File: src/rtl/stkseq_pkg.sv
package stkseq_pkg;

   typedef enum logic [1:0] {
      OP_FETCH = 2'd0,
      OP_PUSH  = 2'd1,
      OP_POP   = 2'd2
   } op_e;

   typedef enum logic [2:0] {
      PH_IDLE     = 3'd0,
      PH_FETCH    = 3'd1,
      PH_REFRESH  = 3'd2,
      PH_INTERNAL = 3'd3,
      PH_READ     = 3'd4,
      PH_WRITE    = 3'd5
   } phase_e;

   // step numbers, counted from 0 at the first clock of an operation
   localparam int FETCH_RD_CLKS = 2;
   localparam int FETCH_CLKS    = 4;
   localparam int XFER_CLKS     = 3;
   localparam int FETCH_LAST    = FETCH_CLKS - 1;
   localparam int PUSH_GAP      = FETCH_CLKS;
   localparam int PUSH_X1_FIRST = PUSH_GAP + 1;
   localparam int PUSH_X1_LAST  = PUSH_X1_FIRST + XFER_CLKS - 1;
   localparam int PUSH_X2_FIRST = PUSH_X1_LAST + 1;
   localparam int PUSH_LAST     = PUSH_X2_FIRST + XFER_CLKS - 1;
   localparam int POP_X1_LAST   = FETCH_CLKS + XFER_CLKS - 1;
   localparam int POP_LAST      = POP_X1_LAST + XFER_CLKS;

endpackage

File: src/rtl/stkseq_ctrl.sv
module stkseq_ctrl
   import stkseq_pkg::*;
#(
   parameter int STEP_W = 4
) (
   input  logic              clk,
   input  logic              rst_n,
   input  logic              start,
   input  logic [1:0]        op_sel,
   output logic              busy,
   output logic [STEP_W-1:0] step,
   output op_e               op_q,
   output logic              launch,
   output logic              done
);

   logic [STEP_W-1:0] last_step;

   always_comb begin
      case (op_q)
         OP_PUSH: last_step = STEP_W'(PUSH_LAST);
         OP_POP:  last_step = STEP_W'(POP_LAST);
         default: last_step = STEP_W'(FETCH_LAST);
      endcase
   end

   assign launch = start && !busy;
   assign done   = busy && (step == last_step);

   always_ff @(posedge clk) begin
      if (!rst_n) begin
         busy <= 1'b0;
         step <= '0;
         op_q <= OP_FETCH;
      end else if (launch) begin
         busy <= 1'b1;
         step <= '0;
         case (op_sel)
            2'd1:    op_q <= OP_PUSH;
            2'd2:    op_q <= OP_POP;
            default: op_q <= OP_FETCH;
         endcase
      end else if (done) begin
         busy <= 1'b0;
         step <= '0;
      end else if (busy) begin
         step <= step + STEP_W'(1);
      end
   end

endmodule

File: src/rtl/stkseq_regs.sv
module stkseq_regs
   import stkseq_pkg::*;
#(
   parameter int ADDR_W  = 16,
   parameter int DATA_W  = 8,
   parameter int RFSH_W  = 7,
   parameter int STEP_W  = 4,
   parameter int SP_INIT = 0,
   localparam int WORD_W = 2 * DATA_W
) (
   input  logic              clk,
   input  logic              rst_n,
   input  logic              launch,
   input  logic              busy,
   input  logic [STEP_W-1:0] step,
   input  op_e               op_q,
   input  logic [ADDR_W-1:0] fetch_addr,
   input  logic [WORD_W-1:0] push_word,
   input  logic [DATA_W-1:0] mem_rdata,
   output logic [ADDR_W-1:0] pc_q,
   output logic [WORD_W-1:0] word_q,
   output logic [ADDR_W-1:0] sp_q,
   output logic [RFSH_W-1:0] rcnt_q,
   output logic [WORD_W-1:0] pop_q
);

   logic [DATA_W-1:0] lo_q;
   logic rf_end, sp_dec, pop_lo, pop_hi;

   assign rf_end = busy && (step == STEP_W'(FETCH_LAST));
   // pointer formed ahead of each write: once in the gap clock, once during the first write
   assign sp_dec = busy && (op_q == OP_PUSH) &&
                   ((step == STEP_W'(PUSH_GAP)) || (step == STEP_W'(PUSH_X1_LAST)));
   assign pop_lo = busy && (op_q == OP_POP) && (step == STEP_W'(POP_X1_LAST));
   assign pop_hi = busy && (op_q == OP_POP) && (step == STEP_W'(POP_LAST));

   always_ff @(posedge clk) begin
      if (!rst_n) begin
         pc_q   <= '0;
         word_q <= '0;
         sp_q   <= ADDR_W'(SP_INIT);
         rcnt_q <= '0;
         lo_q   <= '0;
         pop_q  <= '0;
      end else begin
         if (launch) begin
            pc_q   <= fetch_addr;
            word_q <= push_word;
         end
         if (rf_end) rcnt_q <= rcnt_q + RFSH_W'(1);
         if (sp_dec) sp_q <= sp_q - ADDR_W'(1);
         if (pop_lo) begin
            lo_q <= mem_rdata;
            sp_q <= sp_q + ADDR_W'(1);
         end
         if (pop_hi) begin
            pop_q <= {mem_rdata, lo_q};
            sp_q  <= sp_q + ADDR_W'(1);
         end
      end
   end

endmodule

File: src/rtl/stkseq_bus.sv
module stkseq_bus
   import stkseq_pkg::*;
#(
   parameter int ADDR_W  = 16,
   parameter int DATA_W  = 8,
   parameter int RFSH_W  = 7,
   parameter int STEP_W  = 4,
   localparam int WORD_W = 2 * DATA_W
) (
   input  logic              busy,
   input  logic [STEP_W-1:0] step,
   input  op_e               op_q,
   input  logic [ADDR_W-1:0] pc_q,
   input  logic [WORD_W-1:0] word_q,
   input  logic [ADDR_W-1:0] sp_q,
   input  logic [RFSH_W-1:0] rcnt_q,
   output logic [ADDR_W-1:0] mem_addr,
   output logic [DATA_W-1:0] mem_wdata,
   output logic              mem_rd,
   output logic              mem_wr,
   output logic              rfsh,
   output logic [2:0]        phase
);

   logic [ADDR_W-1:0] rf_addr;

   generate
      if (RFSH_W < ADDR_W) begin : g_rf_pad
         assign rf_addr = {{(ADDR_W-RFSH_W){1'b0}}, rcnt_q};
      end else begin : g_rf_full
         assign rf_addr = rcnt_q;
      end
   endgenerate

   always_comb begin
      mem_addr  = '0;
      mem_wdata = '0;
      mem_rd    = 1'b0;
      mem_wr    = 1'b0;
      rfsh      = 1'b0;
      phase     = PH_IDLE;
      if (busy) begin
         if (step < STEP_W'(FETCH_RD_CLKS)) begin
            phase    = PH_FETCH;
            mem_addr = pc_q;
            mem_rd   = 1'b1;
         end else if (step < STEP_W'(FETCH_CLKS)) begin
            phase    = PH_REFRESH;
            mem_addr = rf_addr;
            rfsh     = 1'b1;
         end else if (op_q == OP_PUSH) begin
            if (step == STEP_W'(PUSH_GAP)) begin
               phase = PH_INTERNAL;
            end else begin
               phase     = PH_WRITE;
               mem_addr  = sp_q;
               mem_wdata = (step <= STEP_W'(PUSH_X1_LAST)) ? word_q[WORD_W-1:DATA_W]
                                                           : word_q[DATA_W-1:0];
               mem_wr    = (step == STEP_W'(PUSH_X1_FIRST + 1)) ||
                           (step == STEP_W'(PUSH_X2_FIRST + 1));
            end
         end else if (op_q == OP_POP) begin
            phase    = PH_READ;
            mem_addr = sp_q;
            mem_rd   = 1'b1;
         end
      end
   end

endmodule

File: src/rtl/stack_bus_sequencer.sv
module stack_bus_sequencer
   import stkseq_pkg::*;
#(
   parameter int ADDR_W  = 16,
   parameter int DATA_W  = 8,
   parameter int RFSH_W  = 7,
   parameter int SP_INIT = 0,
   localparam int WORD_W = 2 * DATA_W,
   localparam int STEP_W = $clog2(PUSH_LAST + 1)
) (
   input  logic              clk,
   input  logic              rst_n,
   input  logic              start,
   input  logic [1:0]        op_sel,
   input  logic [ADDR_W-1:0] fetch_addr,
   input  logic [WORD_W-1:0] push_word,
   input  logic [DATA_W-1:0] mem_rdata,
   output logic [ADDR_W-1:0] mem_addr,
   output logic [DATA_W-1:0] mem_wdata,
   output logic              mem_rd,
   output logic              mem_wr,
   output logic              rfsh,
   output logic [2:0]        phase,
   output logic              done,
   output logic [ADDR_W-1:0] sp_out,
   output logic [WORD_W-1:0] pop_word
);

   generate
      if (ADDR_W < 2) begin : g_bad_addr
         $error("ADDR_W must be at least 2");
      end
      if (DATA_W < 1) begin : g_bad_data
         $error("DATA_W must be at least 1");
      end
      if (RFSH_W < 1 || RFSH_W > ADDR_W) begin : g_bad_rfsh
         $error("RFSH_W must lie in 1..ADDR_W");
      end
   endgenerate

   logic              busy, launch;
   logic [STEP_W-1:0] step;
   op_e               op_q;
   logic [ADDR_W-1:0] pc_q, sp_q;
   logic [WORD_W-1:0] word_q;
   logic [RFSH_W-1:0] rcnt_q;

   stkseq_ctrl #(.STEP_W(STEP_W)) u_ctrl (
      .clk(clk), .rst_n(rst_n), .start(start), .op_sel(op_sel),
      .busy(busy), .step(step), .op_q(op_q), .launch(launch), .done(done)
   );

   stkseq_regs #(
      .ADDR_W(ADDR_W), .DATA_W(DATA_W), .RFSH_W(RFSH_W),
      .STEP_W(STEP_W), .SP_INIT(SP_INIT)
   ) u_regs (
      .clk(clk), .rst_n(rst_n), .launch(launch), .busy(busy), .step(step),
      .op_q(op_q), .fetch_addr(fetch_addr), .push_word(push_word),
      .mem_rdata(mem_rdata), .pc_q(pc_q), .word_q(word_q), .sp_q(sp_q),
      .rcnt_q(rcnt_q), .pop_q(pop_word)
   );

   stkseq_bus #(
      .ADDR_W(ADDR_W), .DATA_W(DATA_W), .RFSH_W(RFSH_W), .STEP_W(STEP_W)
   ) u_bus (
      .busy(busy), .step(step), .op_q(op_q), .pc_q(pc_q), .word_q(word_q),
      .sp_q(sp_q), .rcnt_q(rcnt_q), .mem_addr(mem_addr), .mem_wdata(mem_wdata),
      .mem_rd(mem_rd), .mem_wr(mem_wr), .rfsh(rfsh), .phase(phase)
   );

   assign sp_out = sp_q;

endmodule

File: config.mk
export PLATFORM = sky130hd
export DESIGN_NAME = stack_bus_sequencer
export DESIGN_NICKNAME = d
export VERILOG_FILES = /design/src/rtl/stkseq_pkg.sv /design/src/rtl/stkseq_ctrl.sv /design/src/rtl/stkseq_regs.sv /design/src/rtl/stkseq_bus.sv /design/src/rtl/stack_bus_sequencer.sv
export SDC_FILE = /design/constraint.sdc
export NUM_CORES = 1
export LEC_CHECK = 0
export ABC_AREA = 0
export BUFFER_PORTS_ARGS = -buffer_cell sky130_fd_sc_hd__buf_2
export CORE_MARGIN = 2
export CORE_UTILIZATION = 30
export DETAILED_ROUTE_END_ITERATION = 8
export GPL_TIMING_DRIVEN = 0
export PLACE_DENSITY = 0.51
export SLEW_MARGIN = 20
export SYNTH_ARGS = -nofsm -noshare
export SYNTH_HDL_FRONTEND = slang
export SYNTH_SLANG_ARGS = --single-unit
File: constraint.sdc
create_clock -name clk -period 6.3 [get_ports clk]
set_input_delay 1.26 -clock clk [delete_from_list [all_inputs] [get_ports clk]]
set_output_delay 1.26 -clock clk [all_outputs]
set_load 0.005 [all_outputs]
==> results.md <==
- Relative max-transition margin: 46.7%
- Sequential power share: 46.7%
- # nets final: 722
- Predominant post-synthesis flop cell: dfxtp_1
- Critical path launch point type: flip-flop
- Placed Area: 4980 um2
- Setup TNS: 0 ps
- Die area: 15000 um2
- Worst Path Max Fanout: 9
- Top cells by count, synth: nand2_1, dfxtp_1, a21oi_1
- Total internal power: 0.915 mW
- Status: complete, no violations
- Sw Ratio: 24.6%
- RSZ-0062 raised after global routing: false
- Total Routed Length: 12.6 mm
- CTS buffer count: 9
- Post-synth EDFFs: 0
- Final worst slack: 2440 ps
- Cell Pwr Density: 230 nW/um2
- Synth Register Bits: 86
- Final Non-Filler Cells: 854
- Via count: 4163
- Final hold vios: 0
- Worst Clk Skew: 6.05 ps
- Final hold slack: 454 ps
- Total Routing Usage GR: 17.2%
- Max-cap violations: 0
- Post-Synth Simple-Gate Area: 27.0%
- Hold Buf Count CTS: 0
- N_diodes: 0
- Initial antenna violation count: 0
- Req. time, crit path: 5040 ps
- Arrival time worst endpoint: 2600 ps
- Ranking of synthesized cells by area: dfxtp_1, nand2_1, a21oi_1
- Starting DRT DRC Count: 231
- Min-delay worst type: reg -> reg
- Worst vdd ir: 0.111 mV
- Cell with the most instances after synthesis: nand2_1
- Main combinational cell family by area after synthesis: simple AND/OR/NAND/NOR gates
- Post-cts resize count: 0
- Synthesized cell area: 4220 um2
- Layout area overhead: 25.3%
- IO Count: 108
- Root Buffer: clkbuf_16
- Worst Tran Pin Value: 796 ps
- Xor/xnor share of the synthesized area: 3.73%
- Worst-path clk slew: 70 ps
- Remaining antenna violation count: 0
- Cells after synthesis: 551
- Post-synth net total: 604
- DRC errors left: 0
- HPWL after detailed placement: 9.63 mm
- Multiplexer share of the synthesized area: 3.79%
- Clock share of power: 45.1%
- Part of the power in combinational logic: 8.2%
- H-tree depth: 3
- Port bufs: 107
- Synth Area in Adders: 2.37%
- CTS tree: done
- Cell Rows: 43
- Vias per cell: 4.87
- Gr ovfl total: 0
- Fmax: 259 MHz
- Final worst path period need: 3860 ps
- Sequential element share of the synthesized area: 40.8%
- Vias in the first global route: 3982
- Sw power: 0.299 mW
- Mean post-synth cell area: 7.66 um2
- Asr flop ratio synth: 0%
- Largest net degree at the start of global routing: 16
- Yosys top cell by area: dfxtp_1
- Clock latency at the later pin of the worst-skew pair: 350 ps
- Final setup violation count: 0
- DR WL/cell: 14.7 um
- Tcrit/Tclk final: 61.3%
- Pre-CTS setup slack: 2820 ps
- Number of clock sinks: 86
- Critical Path End Type: primary output
- Cell area after layout: 5290 um2
- Starting density of the core: 30.5%
- Post-synth top area share: 40.8%
- Compound-cell area share of the yosys netlist: 16.7%
- First-pass GRT wire length: 19.8 mm
- Max Buffers Root-to-Sink: 2
- Inst Count DP: 838
- DIE HEIGHT: 123 um
- Leakage power: 2.22 nW
- Setup repair bufs after CTS: 0
- Die X: 123 um
- Kind of critical path: reg -> out
- Syn. warnings: 0
- Final Wtd Congestion: 0.864
- TritonRoute pass-1 iters: 4
- Slew Viols, Final: 0
- Layout cells sized above 1: 19.9%
- Distinct cells, synth: 53
- Core Region: 13800 um2
[power groups by stage]
stage	clock network (mW)	registers, mW	logic (mW)
after floorplan	0	0.576	0.0592
after global placement	0	0.579	0.0995
final	0.548	0.567	0.0995
after detailed placement	0	0.579	0.100
after global routing	0.589	0.568	0.112
after CTS	0.566	0.567	0.101
[final timing paths]
path	from	to	slack (ps)	depth (start not counted)
worst max-delay path	u_ctrl.step[1]$_SDFFE_PP0P_	mem_addr[8]	2440	9
worst min-delay path	u_regs.pc_q[1]$_SDFFE_PN0P_	u_regs.pc_q[1]$_SDFFE_PN0P_	450	2
worst max register to register	u_ctrl.step[1]$_SDFFE_PP0P_	u_regs.sp_q[10]$_SDFFE_PN0P_	3610	10
worst min register to register	u_regs.pc_q[1]$_SDFFE_PN0P_	u_regs.pc_q[1]$_SDFFE_PN0P_	450	2
[worst max-delay path, cell delays in order, from the launching register on]
cell      delay (ps)
dfxtp_1          350
clkbuf_1         330
inv_1            130
a31oi_1          180
o22a_1           150
clkbuf_1         290
and2_1           190
clkbuf_1         300
a22o_1           220
buf_2            110
[layer usage]
layer	vias up	track usage [%]	share of wire, %
met1	1902	22.2	46
met4	0	6.32	2.2
met2	131	27.2	45
li1	2113	-	-
met3	17	4.83	6.9
met5	-	0	0
[registers in the layout, indices dropped and copies added, names as in the netlist, 2 cells and up]
register and cells:
u_regs.rcnt_q 7, u_regs.sp_q 16, u_regs.pc_q 16, u_ctrl.step 4
u_ctrl.op_q 2, u_regs.word_q 16, u_regs.lo_q 8, u_regs.pop_q 16
[logic make-up (layout without fill, tap and decap cells)]
logic type / Yosys count / after routing
compound gates: 118 / 118
xor+xnor: 18 / 18
fa+ha+maj: 8 / 8
buf+inv: 60 / 183
flops: 86 / 86
mux: 16 / 16
simple gates: 245 / 245
[cell usage in the layout (no fill, tap or decap), types with 3 or more instances in the layout]
master	Yosys	final
and2_1	3	3
nor4_1	4	4
nor2_1	56	56
nand2_1	111	111
inv_1	16	16
ha_1	8	8
o21a_1	5	5
a21o_1	3	3
or2_2	4	4
clkbuf_16	0	9
xnor2_1	12	12
o211ai_1	4	4
and3_1	3	3
o21ai_0	10	10
buf_2	0	107
mux2i_1	16	16
nand4_1	12	12
dfxtp_1	86	86
a22o_1	8	8
a21oi_1	71	71
xor2_1	6	6
clkbuf_1	41	41
nor2b_1	5	5
nand3_1	11	11
nor3_1	15	15
[final cells by class]
| type | instances | area [um2] |
|---|---|---|
| Buffer | 43 | 176 |
| Clock buffer | 10 | 239 |
| Clock inverter | 6 | 68.8 |
| Fill cell | 1479 | 8540 |
| Inverter | 17 | 63.8 |
| Multi-Input combinational cell | 405 | 2260 |
| Sequential cell | 86 | 1720 |
| Tap cell | 180 | 225 |
| Timing Repair Buffer | 107 | 536 |
[stage by stage]
step | power [mW] | util, %
finish | 1.21 | 38.3
global route | 1.27 | 38.3
CTS | 1.23 | 38.3
detailed placement | 0.680 | 36.0
global placement | 0.678 | 36.0
floorplan | 0.635 | -
Note: power is estimated with default switching activity, not from simulation.
